$ cat src/rtl/mem_state_pkg.sv
package mem_state_pkg;

  localparam int CMD_W  = 3;
  localparam int STAT_W = 2;

  typedef enum logic [2:0] {
    OP_CONFIG = 3'd0,
    OP_READY  = 3'd1,
    OP_DRAIN  = 3'd2,
    OP_PAUSED = 3'd3,
    OP_LOWPWR = 3'd4
  } opState_e;

  typedef enum logic [CMD_W-1:0] {
    CMD_GO     = 3'd0,
    CMD_SLEEP  = 3'd1,
    CMD_WAKE   = 3'd2,
    CMD_PAUSE  = 3'd3,
    CMD_CONFIG = 3'd4,
    CMD_RSVD5  = 3'd5,
    CMD_RSVD6  = 3'd6,
    CMD_APAUSE = 3'd7
  } cmdCode_e;

  localparam logic [STAT_W-1:0] ST_CODE_CONFIG = 2'd0;
  localparam logic [STAT_W-1:0] ST_CODE_READY  = 2'd1;
  localparam logic [STAT_W-1:0] ST_CODE_PAUSED = 2'd2;
  localparam logic [STAT_W-1:0] ST_CODE_LOWPWR = 2'd3;

  // strobes from the register datapath to the state control
  typedef struct packed {
    logic     cmdWr;
    cmdCode_e cmdCode;
  } cmdStrobe_t;

  // state summary from the control back to the datapath
  typedef struct packed {
    logic              cfgOpen;
    logic [STAT_W-1:0] statusCode;
  } stateView_t;

endpackage

$ cat src/rtl/memStateCtrl.sv
module memStateCtrl
  import mem_state_pkg::*;
(
  input  logic       clk,
  input  logic       rstN,
  input  cmdStrobe_t cmdStb,
  input  logic       trafficBusy,
  output stateView_t view,
  output logic       trafficEn,
  output logic       lowPowerReq
);

  opState_e stateQ, stateD;

  always_comb begin
    stateD = stateQ;
    unique case (stateQ)
      OP_CONFIG: begin
        if (cmdStb.cmdWr && cmdStb.cmdCode == CMD_GO) stateD = OP_READY;
      end
      OP_READY: begin
        if (cmdStb.cmdWr) begin
          unique case (cmdStb.cmdCode)
            CMD_SLEEP:  stateD = OP_LOWPWR;
            CMD_PAUSE:  stateD = OP_DRAIN;
            CMD_APAUSE: stateD = OP_PAUSED;
            default:    stateD = OP_READY;
          endcase
        end
      end
      OP_DRAIN: begin
        // commands are not taken while the drain is in progress
        if (!trafficBusy) stateD = OP_PAUSED;
      end
      OP_PAUSED: begin
        if (cmdStb.cmdWr) begin
          unique case (cmdStb.cmdCode)
            CMD_GO:     stateD = OP_READY;
            CMD_CONFIG: stateD = OP_CONFIG;
            default:    stateD = OP_PAUSED;
          endcase
        end
      end
      OP_LOWPWR: begin
        if (cmdStb.cmdWr && cmdStb.cmdCode == CMD_WAKE) stateD = OP_READY;
      end
      default: stateD = OP_CONFIG;
    endcase
  end

  always_ff @(posedge clk or negedge rstN) begin
    if (!rstN) stateQ <= OP_CONFIG;
    else       stateQ <= stateD;
  end

  always_comb begin
    unique case (stateQ)
      OP_READY, OP_DRAIN: view.statusCode = ST_CODE_READY;
      OP_PAUSED:          view.statusCode = ST_CODE_PAUSED;
      OP_LOWPWR:          view.statusCode = ST_CODE_LOWPWR;
      default:            view.statusCode = ST_CODE_CONFIG;
    endcase
  end

  assign view.cfgOpen = (stateQ == OP_CONFIG);
  assign trafficEn    = (stateQ == OP_READY);
  assign lowPowerReq  = (stateQ == OP_LOWPWR);

endmodule

$ cat src/rtl/memStateRegs.sv
module memStateRegs
  import mem_state_pkg::*;
#(
  parameter int              ADDR_W     = 12,
  parameter int              DATA_W     = 32,
  parameter logic [ADDR_W-1:0] STATUS_OFF = 'h00,
  parameter logic [ADDR_W-1:0] CMD_OFF    = 'h04,
  parameter logic [ADDR_W-1:0] DIRECT_OFF = 'h08
) (
  input  logic              clk,
  input  logic              rstN,
  input  logic              regWrEn,
  input  logic [ADDR_W-1:0] regAddr,
  input  logic [DATA_W-1:0] regWrData,
  output logic [DATA_W-1:0] regRdData,
  input  stateView_t        view,
  output cmdStrobe_t        cmdStb,
  output logic              cfgWrEn,
  output logic              dirCmdEn,
  output logic              cfgErr
);

  localparam int PAD_W = DATA_W - STAT_W;

  logic hitStatus, hitCmd, hitDirect, hitCfg;
  logic gatedWr, errSet, errQ;
  logic unusedData;

  assign hitStatus = (regAddr == STATUS_OFF);
  assign hitCmd    = (regAddr == CMD_OFF);
  assign hitDirect = (regAddr == DIRECT_OFF);
  assign hitCfg    = !hitStatus && !hitCmd && !hitDirect;

  assign cmdStb.cmdWr   = regWrEn && hitCmd;
  assign cmdStb.cmdCode = cmdCode_e'(regWrData[CMD_W-1:0]);
  assign unusedData     = ^regWrData[DATA_W-1:CMD_W];

  assign gatedWr  = regWrEn && (hitCfg || hitDirect);
  assign cfgWrEn  = regWrEn && hitCfg && view.cfgOpen;
  assign dirCmdEn = regWrEn && hitDirect && view.cfgOpen;
  assign errSet   = gatedWr && !view.cfgOpen;

  always_ff @(posedge clk or negedge rstN) begin
    if (!rstN)       errQ <= 1'b0;
    else if (errSet) errQ <= 1'b1;
  end

  assign cfgErr    = errQ;
  assign regRdData = hitStatus ? {{PAD_W{1'b0}}, view.statusCode} : '0;

endmodule

$ cat src/rtl/memStateFsm.sv
module memStateFsm
  import mem_state_pkg::*;
#(
  parameter int              ADDR_W     = 12,
  parameter int              DATA_W     = 32,
  parameter logic [ADDR_W-1:0] STATUS_OFF = 'h00,
  parameter logic [ADDR_W-1:0] CMD_OFF    = 'h04,
  parameter logic [ADDR_W-1:0] DIRECT_OFF = 'h08
) (
  input  logic              clk,
  input  logic              rstN,
  input  logic              regWrEn,
  input  logic [ADDR_W-1:0] regAddr,
  input  logic [DATA_W-1:0] regWrData,
  output logic [DATA_W-1:0] regRdData,
  input  logic              trafficBusy,
  output logic              trafficEn,
  output logic              lowPowerReq,
  output logic              cfgWrEn,
  output logic              dirCmdEn,
  output logic              cfgErr
);

  cmdStrobe_t cmdStb;
  stateView_t view;
  logic [STAT_W-1:0] statusCode;

  memStateRegs #(
    .ADDR_W(ADDR_W), .DATA_W(DATA_W),
    .STATUS_OFF(STATUS_OFF), .CMD_OFF(CMD_OFF), .DIRECT_OFF(DIRECT_OFF)
  ) u_regs (
    .clk(clk), .rstN(rstN),
    .regWrEn(regWrEn), .regAddr(regAddr), .regWrData(regWrData),
    .regRdData(regRdData), .view(view), .cmdStb(cmdStb),
    .cfgWrEn(cfgWrEn), .dirCmdEn(dirCmdEn), .cfgErr(cfgErr)
  );

  memStateCtrl u_ctrl (
    .clk(clk), .rstN(rstN), .cmdStb(cmdStb), .trafficBusy(trafficBusy),
    .view(view), .trafficEn(trafficEn), .lowPowerReq(lowPowerReq)
  );

  assign statusCode = view.statusCode;

endmodule

$ cat config.mk
export PLATFORM = sky130hd
export DESIGN_NAME = memStateFsm
export DESIGN_NICKNAME = d
export VERILOG_FILES = /design/src/rtl/mem_state_pkg.sv /design/src/rtl/memStateCtrl.sv /design/src/rtl/memStateRegs.sv /design/src/rtl/memStateFsm.sv
export SDC_FILE = /design/constraint.sdc
export NUM_CORES = 1
export LEC_CHECK = 0
export ABC_AREA = 1
export CAP_MARGIN = 20
export CELL_PAD_IN_SITES_DETAIL_PLACEMENT = 1
export CELL_PAD_IN_SITES_GLOBAL_PLACEMENT = 1
export CORE_MARGIN = 4
export CORE_UTILIZATION = 27
export CTS_CLUSTER_DIAMETER = 40
export DETAILED_ROUTE_END_ITERATION = 12
export DONT_BUFFER_PORTS = 1
export PLACE_DENSITY_LB_ADDON = 0.1
export SLEW_MARGIN = 0
export SYNTH_ARGS = -nofsm -noshare
export SYNTH_HDL_FRONTEND = slang
export SYNTH_SLANG_ARGS = --single-unit
$ cat constraint.sdc
create_clock -name clk -period 1.9 [get_ports clk]
set_clock_uncertainty 0.2 [all_clocks]
set_input_delay 0.38 -clock clk [delete_from_list [all_inputs] [get_ports clk]]
set_output_delay 0.38 -clock clk [all_outputs]
set_load 0.005 [all_outputs]
# Word level (Yosys, flattened, before mapping)
# Cells that the tools add are included.
# totals
regBits	4
input_bits	48
out_inout_bits	37
elab_cells	49
# op_classes
eq_ne	16
muxes	10
n_reduce_logical	21
# op_table
op	count
two-way mux 3 bit	5
one-hot mux 3 bit (5 select lines)	1
== test 12 x 3 -> 1 bit, second input constant	1
== test 12 x 4 -> 1 bit, second input constant	1
== test 3 x 2 -> 1 bit, second input constant	4
logical NOT 12 bit	1
logical AND 1 bit	11
== test 3 bit, second input constant	3
one-hot mux 3 bit (3 select lines)	1
inequality test 2 x 1 -> 1 bit, second input constant	4
== test 3 x 1 -> 1 bit, second input constant	2
logical NOT 3 bit	2
one-hot mux 2 bit (3 select lines)	1
AND reduction 5 bit	1
logical NOT 1 bit	4
one-hot mux 2 bit (2 select lines)	1
two-way mux 2 bit	1
inequality test 2 bit, second input constant	1
OR reduction 2 bit	1
logical OR 1 bit	1

# Longest topological paths before layout
# Gate-level depths: netlist (run 1).
# depth
word_depth	7
depth_mapped	9
mapped_depth_nobuf	9

# By module
# Synthesis (run 1) repeated with hierarchy kept, for this count alone.
# hier_totals
hier_cells	122
area_unflattened_um2	747.0
# by_module_without_submodules
mod	instances	cells_per_inst	area_per_inst_um2	seq_area_each_um2
memStateRegs	1	67	422.9	25.0
memStateCtrl	1	55	324.1	75.1

# Worst setup path after synthesis (run 1)
# OpenSTA, ideal clock, no wires.
# synth_timing
path_type	input -> output
startpoint	input regAddr[11]
endpoint	output regRdData[1]
arrival_ns	1.041
required_time_ns	1.320
slack_ns	0.279
path_stages	6
path_buffers	0
cell_sequence	nor2_1 > nand2_1 > nor2_1 > nand3_1 > nor2_1 > o21a_1
# synth_via
elab_chain_cells	2
# synth_lines
element	line_no	text
from (decl)	memStateFsm.sv:13	input logic [ADDR_W-1:0] regAddr,
logical NOT 12 bit	memStateRegs.sv:29	assign hitStatus = (regAddr == STATUS_OFF);
two-way mux 2 bit	memStateRegs.sv:49	assign regRdData = hitStatus ? {{PAD_W{1'b0}}, view.statusCode} : '0;
to (decl)	memStateFsm.sv:15	output logic [DATA_W-1:0] regRdData,
# No other way between the ends.

# Worst setup path in the final report (run 1)
# layout_timing
startpoint	register u_ctrl.stateQ[2]
endpoint	output regRdData[0]
# layout_via
word_cells_on_any_way	7
cone_classes	eq/ne (4); mux (2); reduce/logical (1)
# layout_lines
element	line_no	text
from (decl)	memStateCtrl.sv:13	opState_e stateQ, stateD;
from (signal assigned)	memStateCtrl.sv:53	else stateQ <= stateD;
== test 3 bit	-	
net lowPowerReq	memStateFsm.sv:18	output logic lowPowerReq,
one-hot mux 2 bit (3 select lines)	memStateCtrl.sv:57	unique case (stateQ)
two-way mux 2 bit	memStateRegs.sv:49	
# The timed path passes the listed nets, and every way through them passes these cells.

==> results of run 1 <==
[cell type report]
cell class,count,area [µm²],share of cell area
multi-input cells,95,452,0.628
clock buffers,3,22.5,0.0313
repair buffers,10,77.6,0.108
flip-flops and latches,4,103,0.143
well taps,28,35.0,0.0487
inverters,8,30.0,0.0417
[power by group]
group | internal, W | switching [W] | leakage [nW]
sequential | 0.000111 | 0.0000193 | 0.0448
clock | 0.0000706 | 0.0000343 | 0.0138
combinational | 0.000208 | 0.000292 | 0.319
[path summary, 6_finish.rpt]
kind / slack, ns / endpoint / depth (start not counted) / start
max: 0.1 / regRdData[0] / 5 / u_ctrl.stateQ[2]
min: 0.09 / u_regs.cfgErr / 2 / regWrEn
max reg2reg: 0.38 / u_ctrl.stateQ[1] / 8 / u_ctrl.stateQ[0]
min reg2reg: 0.30 / u_regs.cfgErr / 1 / u_regs.cfgErr
max in group asynchronous: 1.10 / u_ctrl.stateQ[0] / 1 / rstN
min in group asynchronous: 0.21 / u_regs.cfgErr / 1 / rstN
[registers in the layout, indices dropped and copies added, names as in the netlist]
register	count
u_regs.cfgErr	1
u_ctrl.stateQ	3
[stage by stage]
stage                     worst slack [ns]  hold WS, ns  cell area [µm²]
after detailed placement            0.0850       -0.116              601
after global placement               0.131       -0.116              601
after global routing               0.00439       0.0937              719
after floorplan                      0.279       -0.116              776
after CTS                         0.000227       0.0862              697
final                               0.0952       0.0892              719
[cells by family after synthesis]
group	Yosys count	synth area share
simple gates	60	0.417
compound gates	5	0.0450
buf+inv	38	0.383
other cells	1	0.00562
flops	4	0.150
[what timing repair did]
| action | 4_1_cts | 5_1_grt |
|---|---|---|
| setup endpoints to repair | 1 | 3 |
| hold endpoints to repair | 4 | 0 |
| buffers inserted | 7 | 0 |
| hold buffers | 1 | 0 |
| gates resized for setup | 4 | 6 |
| pin swaps | 1 | 2 |
| cloned | 0 | 0 |
[metal layers]
layer,routed length [µm],track usage,share of wire,up-vias
met4,0,0.0298,0,0
li1,-,-,-,301
met5,0,0,0,-
met3,249,0.0468,0.15,0
met1,569,0.0960,0.35,287
met2,796,0.177,0.49,43
[layout by cell type, fill, tap and decap left out, types with 3 or more instances in the layout]
cell	count
conb_1	30
nand2_1	19
nor2_1	12
nand3_1	9
buf_4	9
inv_2	7
nand2_2	7
nor2_2	4
nor3_1	3
clkbuf_4	3
==> results.py, run 1 <==
metrics = {
    "grt": {
        "grt_pass1_vias": 608,
        "grt_pass1_wl_um": 2550,
        "initial_antenna_violation_count": 0,
        "grt_max_degree": 6,
        "gr-usage-all-layers": 0.0971,
        "grt_overflow": 0,
    },
    "power": {
        "vdd_ir_drop_max_mv": 0.324,
        "design_power_total_w": 0.000735,
        "power.density_nw_per_um2": 1020,
        "p_leak_nw": 0.378,
    },
    "cells_and_area": {
        "fillers": 314,
        "final_util": 0.316,
        "growth_of_design_area_from_synthesis_to_finish_pct": 7.88,
        "post_route_cells_drive_above_1_share": 0.308,
        "antenna_cells_inserted": 0,
        "nNetsFinal": 170,
        "final_cells": 148,
    },
    "worst_setup_path": {
        "cp-end-kind": "output pin",
        "start_kind": "flip-flop",
        "crit_path_most_repeated_cell": "nor3_2",
        "crit_path_max_fanout": 5,
        "cp_top_family": "flip-flops",
        "required_ns": 1.32,
        "combined_buffer_and_inverter_count_along_the_critical_path": 2,
        "critical-path-slowest-cell": "dfrtp_2",
        "crit_path_class": "reg -> out",
        "timing.critical_path.arrival_ns": 1.22,
        "cp_cell_sequence": "buf_4 > nand2_2 > inv_2 > nor3_2 > nor3_2",
        "crit_path_max_incr_delay_ns": 0.44,
    },
    "routing": {
        "drtIter0Drc": 15,
        "drt_drc_violations_left": 0,
        "routed_wirelength_um": 1620,
        "drtAntennaViolNets": 0,
        "vias_per_cell": 4.26,
        "wl_per_cell_um": 10.9,
        "route.vias.total": 631,
        "initial_drt_pass_iterations": 2,
    },
    "die": {
        "core_area_um2": 2280,
        "floorplan.initialDensity": 0.293,
        "floorplan.rows": 17,
        "chipWidth_um": 57.7,
        "die_height_um": 57.7,
        "dieArea_um2": 3330,
        "io_pins": 85,
    },
    "yosys": {
        "synth_area_leaders": "buf_4 34%, dfrtp_1 15%, nand2_1 11%",
        "library_cell_with_the_largest_summed_area_after_synthesis": "buf_4",
        "yosysSeqAreaShare": 0.150,
        "synth.lib_cells_used.distinct": 18,
        "synth_ff_type": "dfrtp_1",
        "most_numerous_cell_types_in_the_synthesized_netlist": "30 x buf_4, 20 x nand2_1, 15 x nor2_1",
        "synth-edff-count": 0,
        "ys_ff_latch": 4,
        "postSynthAreaPerCell_um2": 6.17,
        "ys.warnings.count": 0,
        "synthMostInstantiatedCell": "buf_4",
        "ys_async_sr_fraction": 1.00,
        "netlist_area_um2": 667,
        "synth_top_area_share": 0.338,
        "synth_cells": 108,
    },
    "min_path": {
        "classification_of_the_worst_slack_hold_path": "in -> reg",
    },
    "flow_run": {
        "number_of_max_cap_violations": 0,
    },
    "placed_design": {
        "gp_congestion": 0.802,
        "dp.cells": 137,
        "port-buffer-count": 0,
        "post-dp-hpwl_um": 1390,
    },
    "clock_tree": {
        "cts_tree": "built",
        "cts_root_buf": "clkbuf_4",
        "cts_made_buffers": 3,
        "source_to_sink_clock_delay_at_the_later_pin_of_the_worst_skew_pair_ns": 0.24,
        "cts.htree.levels": 1,
        "clock_edge_transition_at_the_registers_on_the_reported_setup_and_hold_paths_ns": 0.04,
        "clock_sinks": 4,
        "maximum_clock_path_buffer_count": 2,
    },
    "timing": {
        "max_clock_freq_mhz": 554,
        "final.min_clock_period_ns": 1.80,
        "timing.final.crit_share": 0.950,
        "setup-tns-final_ns": 0,
        "grt_setup_unrepaired": "no",
        "setup_viol": 0,
        "hold_viol": 0,
        "maxSlewViolCount": 0,
    },
    "status": {
        "result_of_the_run": "complete, no violations",
    },
}
No activity file was read; power rests on OpenSTA's default activity.
==> run 2, diff against run 1 <==
==> constraint.sdc (replaced) <==
create_clock -name clk -period 1.9 [get_ports clk]
set_clock_uncertainty 0.2 [all_clocks]
set_input_delay 0.285 -clock clk [delete_from_list [all_inputs] [get_ports clk]]
set_output_delay 0.285 -clock clk [all_outputs]
set_load 0.005 [all_outputs]
==> run 2 against run 1 <==
Register-to-register slack gained 0.09 ns. Clock power about the same. Highest routed layer unchanged. Final cell count decreased by 4.7%. Maximum frequency grew 2.6%.
==> results.py, run 2 (synthesized netlist as in run 1, its figures left out) <==
metrics = {
    "routing": {
        "drt_drc_violations_left": 0,
        "routed_wirelength_um": 1600,
        "wl_per_cell_um": 11.3,
        "drtAntennaViolNets": 0,
        "drtIter0Drc": 11,
        "initial_drt_pass_iterations": 2,
        "route.vias.total": 591,
        "vias_per_cell": 4.19,
    },
    "timing": {
        "grt_setup_unrepaired": "no",
        "setup-tns-final_ns": 0,
        "setup_viol": 0,
        "timing.final.crit_share": 0.926,
        "max_clock_freq_mhz": 568,
        "final.min_clock_period_ns": 1.76,
        "maxSlewViolCount": 0,
        "hold_viol": 0,
    },
    "power": {
        "power_frac_clock": 0.166,
        "power.density_nw_per_um2": 966,
        "seq_power_share": 0.231,
        "vdd_ir_drop_max_mv": 0.413,
        "p_sw_w": 0.000317,
        "p_int_w": 0.000307,
        "comb_power_share": 0.603,
        "power_switching_share": 0.508,
        "p_leak_nw": 0.341,
    },
    "worst_setup_path": {
        "crit_path_class": "reg -> out",
        "timing.critical_path.arrival_ns": 1.27,
        "required_ns": 1.41,
        "crit_path_max_fanout": 4,
        "cp-end-kind": "output pin",
        "start_kind": "flip-flop",
    },
    "cells_and_area": {
        "layout_commonest_cell": "conb_1",
        "largest_reg_flops": 3,
        "leading_cell_types_in_the_layout_fill_and_taps_excluded": "30 x conb_1, 20 x nand2_1, 14 x nor2_1",
        "post_route_cells_drive_above_1_share": 0.212,
        "growth_of_design_area_from_synthesis_to_finish_pct": -3.19,
        "top_register": "u_ctrl.stateQ",
        "fillers": 315,
        "nNetsFinal": 163,
        "stdcell_area_um2": 646,
        "antenna_cells_inserted": 0,
    },
    "min_path": {
        "classification_of_the_worst_slack_hold_path": "in -> reg",
    },
    "clock_tree": {
        "cts.htree.levels": 1,
        "maximum_clock_path_buffer_count": 2,
        "clock_edge_transition_at_the_registers_on_the_reported_setup_and_hold_paths_ns": 0.04,
        "clock_sinks": 4,
        "cts_root_buf": "clkbuf_4",
        "source_to_sink_clock_delay_at_the_later_pin_of_the_worst_skew_pair_ns": 0.23,
        "cts_tree": "built",
        "cts_made_buffers": 3,
    },
    "grt": {
        "grt_pass1_vias": 566,
        "grt_max_degree": 8,
        "gr-usage-all-layers": 0.0920,
        "initial_antenna_violation_count": 0,
        "grt_overflow": 0,
        "grt_pass1_wl_um": 2480,
    },
    "die": {
        "io_pins": 85,
        "core_area_um2": 2280,
        "floorplan.initialDensity": 0.293,
        "dieArea_um2": 3330,
        "die_height_um": 57.7,
        "floorplan.rows": 17,
        "chipWidth_um": 57.7,
    },
    "placed_design": {
        "postPlaceCellArea_um2": 593,
        "port-buffer-count": 0,
        "gp_congestion": 0.805,
        "post-dp-hpwl_um": 1420,
    },
    "status": {
        "result_of_the_run": "complete, no violations",
    },
    "flow_run": {
        "number_of_max_cap_violations": 0,
    },
}
run 2: cell types whose count changed in the layout (fill, tap and decap cells not counted), sizes merged:
| cell | delta |
|---|---|
| buf | -8 |
| dlygate4sd3 | +1 |
run 2: repair_timing:
item	CTS	global route
resized for setup	0	4
hold buffers	2	0
hold endpoints to repair	5	0
endpoints found under the setup margin	0	3
setup buffers	0	0
run 2: path summary, 6_finish.rpt:
check,from,to,slack (ns),cells after the start
setup / recovery,u_ctrl.stateQ[1],regRdData[0],0.14,7
hold / removal,regWrEn,u_ctrl.stateQ[2],0.05,3
setup reg to reg,u_ctrl.stateQ[1],u_ctrl.stateQ[0],0.47,9
hold reg to reg,u_regs.cfgErr,u_regs.cfgErr,0.31,1
max in group asynchronous,rstN,u_ctrl.stateQ[0],1.19,1
min in group asynchronous,rstN,u_regs.cfgErr,0.12,1
run 2: per-stage QoR:
step           hold slack (ns)  cells  utilization  total power, W  worst slack (ns)
2_1_floorplan           -0.211    137            -        0.000464             0.469
3_3_place_gp            -0.210    136        0.261        0.000506             0.296
3_5_place_dp            -0.211    136        0.261        0.000513             0.284
4_1_cts                 0.0554    141        0.279        0.000626            0.0430
5_1_grt                 0.0593    141        0.284        0.000711            0.0122
6_report                0.0477    141        0.284        0.000624             0.141
run 2: cell type report:
| cell class | count | area [µm²] | share of cell area |
|---|---|---|---|
| clock buffers | 3 | 22.5 | 0.0349 |
| inverters | 8 | 30.0 | 0.0465 |
| multi-input cells | 95 | 428 | 0.663 |
| flip-flops and latches | 4 | 103 | 0.159 |
| well taps | 28 | 35.0 | 0.0543 |
| repair buffers | 3 | 27.5 | 0.0426 |
run 2: power groups by stage:
stage	clock, W	sequential, W	combinational (W)
after floorplan	0	0.000133	0.000332
after global placement	0	0.000142	0.000364
after detailed placement	0	0.000143	0.000370
after CTS	0.000108	0.000142	0.000376
after global routing	0.000115	0.000147	0.000450
final	0.000104	0.000144	0.000376
run 2: worst max-delay path: stages, from the launching register on:
cell	delay, ns
dfrtp_1	0.38
inv_2	0.08
nand2_2	0.10
inv_2	0.04
nand2_1	0.09
inv_2	0.07
nor3_1	0.20
nor3_2	0.08
run 2: metal layers:
metal  track usage  vias to the layer above  part of all wire
met2         0.158                       42              0.46
li1              -                      288                 -
met3        0.0379                        0              0.16
met5             0                        -                 0
met4       0.00993                        0                 0
met1         0.111                      261              0.38
